**config.mk**
```make
export PLATFORM = sky130hd
export DESIGN_NAME = atten_word_ctrl
export DESIGN_NICKNAME = d
export VERILOG_FILES = /design/src/rtl/atten_pkg.sv /design/src/rtl/sync_chain.sv /design/src/rtl/word_shifter.sv /design/src/rtl/atten_state.sv /design/src/rtl/atten_word_ctrl.sv
export SDC_FILE = /design/constraint.sdc
export NUM_CORES = 1
export LEC_CHECK = 0
export BUFFER_PORTS_ARGS = -buffer_cell sky130_fd_sc_hd__buf_2
export CORE_MARGIN = 3
export CORE_UTILIZATION = 45
export CTS_CLUSTER_DIAMETER = 150
export DETAILED_ROUTE_END_ITERATION = 8
export SLEW_MARGIN = 0
export SYNTH_ARGS = -nofsm -noshare
export SYNTH_HDL_FRONTEND = slang
export SYNTH_SLANG_ARGS = --single-unit
```
**constraint.sdc**
```tcl
create_clock -name clk -period 1.8 [get_ports clk]
set_input_delay 0.09 -clock clk [delete_from_list [all_inputs] [get_ports clk]]
set_output_delay 0.09 -clock clk [all_outputs]
set_load 0.005 [all_outputs]
```
**src/rtl/atten_pkg.sv**
```systemverilog
package atten_pkg;
  localparam int ATT_W   = 7;
  localparam int ADDR_W  = 3;
  localparam int BYTE_W  = 8;
  localparam int WORD_W  = 2 * BYTE_W;
  localparam int SYNC_N  = 2;
  localparam logic [ATT_W-1:0] ATT_MAX = '1;
endpackage

```
**src/rtl/sync_chain.sv**
```systemverilog
module sync_chain #(
  parameter int W      = 1,
  parameter int STAGES = 2
) (
  input  logic         clk,
  input  logic         rst_n,
  input  logic [W-1:0] d,
  output logic [W-1:0] q,
  output logic [W-1:0] q_prev
);
  logic [W-1:0] st [STAGES+1];

  always_ff @(posedge clk or negedge rst_n) begin
    if (!rst_n) st[0] <= '0;
    else        st[0] <= d;
  end

  for (genvar g = 1; g <= STAGES; g++) begin : g_stage
    always_ff @(posedge clk or negedge rst_n) begin
      if (!rst_n) st[g] <= '0;
      else        st[g] <= st[g-1];
    end
  end

  assign q      = st[STAGES-1];
  assign q_prev = st[STAGES];
endmodule

```
**src/rtl/word_shifter.sv**
```systemverilog
module word_shifter #(
  parameter int WORD_W = 16
) (
  input  logic              clk,
  input  logic              rst_n,
  input  logic              shift_en,
  input  logic              bit_in,
  output logic [WORD_W-1:0] word
);
  always_ff @(posedge clk or negedge rst_n) begin
    if (!rst_n)        word <= '0;
    else if (shift_en) word <= {bit_in, word[WORD_W-1:1]};
  end
endmodule

```
**src/rtl/atten_state.sv**
```systemverilog
module atten_state
  import atten_pkg::*;
(
  input  logic              clk,
  input  logic              rst_n,
  input  logic              mode_s,
  input  logic              le_s,
  input  logic              le_rise,
  input  logic              le_fall,
  input  logic [ATT_W-1:0]  par_s,
  input  logic [ADDR_W-1:0] pins_s,
  input  logic [WORD_W-1:0] word,
  output logic [ATT_W-1:0]  state_q,
  output logic              err_q
);
  logic addr_hit;
  logic resv_bit;

  assign addr_hit = (word[BYTE_W +: ADDR_W] == pins_s);
  assign resv_bit = word[BYTE_W-1];

  always_ff @(posedge clk or negedge rst_n) begin
    if (!rst_n) begin
      state_q <= ATT_MAX;
      err_q   <= 1'b0;
    end else begin
      err_q <= 1'b0;
      if (mode_s) begin
        if (le_rise && addr_hit) begin
          if (resv_bit) err_q   <= 1'b1;
          else          state_q <= word[ATT_W-1:0];
        end
      end else if (le_s || le_fall) begin
        state_q <= par_s;
      end
    end
  end


  miss_hold_chk: assert property (@(posedge clk) disable iff (!rst_n)
    (mode_s && le_rise && !addr_hit) |=> ($stable(state_q) && !err_q));

  bad_word_chk: assert property (@(posedge clk) disable iff (!rst_n)
    (mode_s && le_rise && addr_hit && resv_bit) |=> ($stable(state_q) && err_q));

  err_pulse_chk: assert property (@(posedge clk) disable iff (!rst_n)
    err_q |=> !err_q);

  serial_hold_chk: assert property (@(posedge clk) disable iff (!rst_n)
    (mode_s && !le_rise) |=> $stable(state_q));

  par_hold_chk: assert property (@(posedge clk) disable iff (!rst_n)
    (!mode_s && !le_s && !le_fall) |=> $stable(state_q));
endmodule

```
**src/rtl/atten_word_ctrl.sv**
```systemverilog
module atten_word_ctrl
  import atten_pkg::*;
(
  input  logic              clk,
  input  logic              rst_n,
  input  logic              mode_ser,
  input  logic              ser_data,
  input  logic              ser_clk,
  input  logic              latch_en,
  input  logic [ADDR_W-1:0] addr_pins,
  input  logic [ATT_W-1:0]  par_code,
  output logic [ATT_W-1:0]  atten_code,
  output logic              word_err
);
  localparam int IN_W = 4 + ADDR_W + ATT_W;

  logic [IN_W-1:0] raw, cur, prv;
  logic              mode_s, sd_s, sck_s, sck_p, le_s, le_p;
  logic [ADDR_W-1:0] pins_s;
  logic [ATT_W-1:0]  par_s;
  logic [WORD_W-1:0] sr_word;
  logic              sck_rise, le_rise, le_fall, shift_en;

  assign raw = {mode_ser, ser_data, ser_clk, latch_en, addr_pins, par_code};

  sync_chain #(.W(IN_W), .STAGES(SYNC_N)) u_sync (
    .clk(clk), .rst_n(rst_n), .d(raw), .q(cur), .q_prev(prv));

  assign {mode_s, sd_s, sck_s, le_s, pins_s, par_s} = cur;
  assign sck_p    = prv[ADDR_W+ATT_W+1];
  assign le_p     = prv[ADDR_W+ATT_W];
  assign sck_rise = sck_s & ~sck_p;
  assign le_rise  = le_s & ~le_p;
  assign le_fall  = ~le_s & le_p;
  assign shift_en = sck_rise & ~le_s & mode_s;

  word_shifter #(.WORD_W(WORD_W)) u_shift (
    .clk(clk), .rst_n(rst_n), .shift_en(shift_en), .bit_in(sd_s), .word(sr_word));

  atten_state u_state (
    .clk(clk), .rst_n(rst_n), .mode_s(mode_s), .le_s(le_s),
    .le_rise(le_rise), .le_fall(le_fall), .par_s(par_s), .pins_s(pins_s),
    .word(sr_word), .state_q(atten_code), .err_q(word_err));


  shift_freeze_chk: assert property (@(posedge clk) disable iff (!rst_n)
    le_s |=> $stable(sr_word));

  par_mode_shift_chk: assert property (@(posedge clk) disable iff (!rst_n)
    !mode_s |=> $stable(sr_word));
endmodule

```
==> results.toml <==
[setup_path]
cp_max_fo = 7
endpoint_kind = "register"
cp_num_cells = 4
reg2reg_to = "u_state.state_q[5]"
reg2reg_depth = 4
critPathBufInv = 0
start_kind = "register"
cp-endpoint = "u_state.state_q[5]"
slowest_stage = "o32ai_4"
max_stage_delay_ns = 0.45
rr_startpoint = "u_shift.word[9]"
worstPathRequired_ns = 2.02
critical_path_class = "register to register"
cp-startpoint = "u_shift.word[9]"
cp_data_arrival_time_ns = 1.83
path_cells = "xnor2_1, nand3_2, o32ai_4, mux2_2"
crit_family = "compound AO/OA/AOI/OAI gates"
reg2reg_slack_ns = 0.19

[cts]
cts_buffers = 5
cts_num_sinks = 54
htree_levels = 2
cts_buffer_depth = 2
insertion_delay_ns = 0.29
cts-resized-gates = 0
cts_root_buffer = "clkbuf_8"
path_clk_slew_ns = 0.09
cts_tree = "built"

[timing]
hold_violations = 0
finalSetupTns_ns = 0
timing.final.crit_share_pct = 89.7
fmax_ghz = 0.620
skew_ns = 0.00906
rsz0062_at_grt = "no"
maxSlewHeadroom_pct = 60.9
final-setup-viol-count = 0
worst_slack_ns = 0.186
layout_min_cycle_time_ns = 1.61
finalMaxSlewViolations = 0
worst_slew_pin_slew_ns = 0.586

[final_layout]
design_area_um2 = 2250
area_growth_pct = 23.8
fin_nets = 162
drive_above_1_share_pct = 49.3
fill_cells = 290
n_antenna_cell = 0

[logic_synthesis]
synth-seq-cells = 54
seq_area_frac_synth_pct = 74.9
syn_nets = 115
synth_warnings = 0
syn_inst = 99
synth.avg_cell_area_um2 = 18.4
syn_area_um2 = 1820
synth_cell_types = 15

[die]
rows = 22
coreArea_um2 = 3770
die-height_um = 69.5
ioPinCount = 24
die_x_um = 69.5
die-area_um2 = 4840
start_util_pct = 48.2

[pwr]
fin_total_pwr_uw = 2150
powerDensity_nw_per_um2 = 958
vdd_drop_max_uv = 573
power.leakage_uw = 0.00105

[place]
place_congestion = 0.693
place_worst_setup_slack_ns = 0.150
numPortBuffers = 23
placed_cell_area_um2 = 2020
dp_hpwl_mm = 1.76

[grt]
track_usage_pct = 12.0
antenna_found_initial = 0
grt_max_degree = 27
overflow = 0
grt_first_pass_wirelength_mm = 4.61
grt_pass1_vias = 1021

[drt]
first_iter_violations = 10
detail-route-antenna-nets = 0
dr.pass1.iters = 3
avgViaCountPerCell = 4.69
wl_per_cell_um = 13.2
routed_wl_mm = 2.55
drc_errors = 0
vias = 910

[outcome]
status = "finished clean"

[worst_hold_path]
hp-class = "input pin to asynchronous set/reset pin"

[job]
maxCapViolations = 0
## synthesized netlist by cell type
| library cell | number | share of area (%) |
|---|---|---|
| xnor2_1 | 2 | 0.96 |
| nand2_1 | 1 | 0.21 |
| nand3_2 | 1 | 0.55 |
| nor3_1 | 1 | 0.28 |
| inv_1 | 1 | 0.21 |
| nor4bb_1 | 1 | 0.55 |
| dfstp_2 | 7 | 10 |
| nand2b_1 | 2 | 0.69 |
| dfrtp_1 | 47 | 65 |
| buf_4 | 3 | 1.2 |
| nand4b_1 | 1 | 0.48 |
| o32ai_4 | 1 | 1.5 |
| o21ai_0 | 1 | 0.28 |
| mux2_2 | 29 | 18 |
| nor2_1 | 1 | 0.21 |
## through the flow
step / utilization, % / instances / hold WS (ns)
final: 59.6 / 194 / 0.337
after global routing: 59.6 / 194 / 0.368
after CTS: 59.6 / 194 / 0.344
after detailed placement: 53.6 / 172 / 0.120
after global placement: 53.6 / 172 / 0.109
after floorplan: - / 99 / -0.206
## routing by layer
layer | vias to the layer above | GRT usage (%) | part of all wire, %
met3 | 4 | 3.19 | 3.8
met5 | - | 0 | 0
met2 | 18 | 19.1 | 49
met1 | 460 | 15.7 | 46
li1 | 428 | - | -
met4 | 0 | 5.21 | 1.3
## registers in the layout, summed over array words and instances (netlist names)
register         cells
u_sync.st           14
u_state.state_q      7
u_sync.q            14
u_state.err_q        1
u_shift.word        16
u_sync.q_prev        2
## area by class of cell
type	count	area, µm²	share of cell area (%)
clock buffer	7	76.3	3.39
inverter	1	3.75	0.167
timing repair buffer	43	303	13.5
tap	48	60.1	2.67
multi-input combinational	41	445	19.8
sequential	54	1360	60.5
## power breakdown
group / internal, µW / switching [µW] / leakage (µW)
registers: 1320 / 43.3 / 0.000654
logic: 119 / 72.7 / 0.000360
clock network: 268 / 333 / 0.0000383
## layout by cell type, fill, tap and decap left out, drive strengths merged
| cell | netlist | final |
|---|---|---|
| buf | 3 | 28 |
| nor2 | 1 | 1 |
| o32ai | 1 | 1 |
| o21ai | 1 | 1 |
| dfstp | 7 | 7 |
| nor3 | 1 | 1 |
| nand4b | 1 | 1 |
| dfrtp | 47 | 47 |
| nand2 | 1 | 1 |
| mux2 | 29 | 29 |
| dlygate4sd3 | 0 | 15 |
| nand3 | 1 | 1 |
| clkbuf | 0 | 7 |
| inv | 1 | 1 |
| xnor2 | 2 | 2 |
| nand2b | 2 | 2 |
| nor4bb | 1 | 1 |
## worst min-delay path by stage
stage	depth (start not counted)	from	slack [ns]	end
floorplan	0	rst_n	-0.21	u_shift.word[0]
global placement	1	rst_n	0.11	u_sync.q[8]
detailed placement	1	rst_n	0.12	u_state.err_q
CTS	2	rst_n	0.34	u_shift.word[6]
global route	0	u_sync.st[28]	0.37	u_sync.q[0]
finish	2	rst_n	0.34	u_shift.word[6]
## cells by family after synthesis
family          count (synthesis)  share of synthesized area, %
compound gates                  2                          1.79
buf+inv                         4                          1.45
simple gates                    8                          2.96
flops                          54                          74.9
mux                            29                          18.0
xor+xnor                        2                         0.964
## worst register-to-register path: cells and delay by family, from the launching register on
kind | cells | cell delay, ns
xor gates and xnor gates | 1 | 0.17
AOI/OAI and AO/OA | 1 | 0.45
muxes | 1 | 0.39
and+or+nand+nor | 1 | 0.12
DFF | 1 | 0.41
## timing repair
item,4_1_cts,5_1_grt
hold endpoints to repair,36,0
hold buffers,15,0
setup buffers,0,0
(Power assumes the default switching activity.)
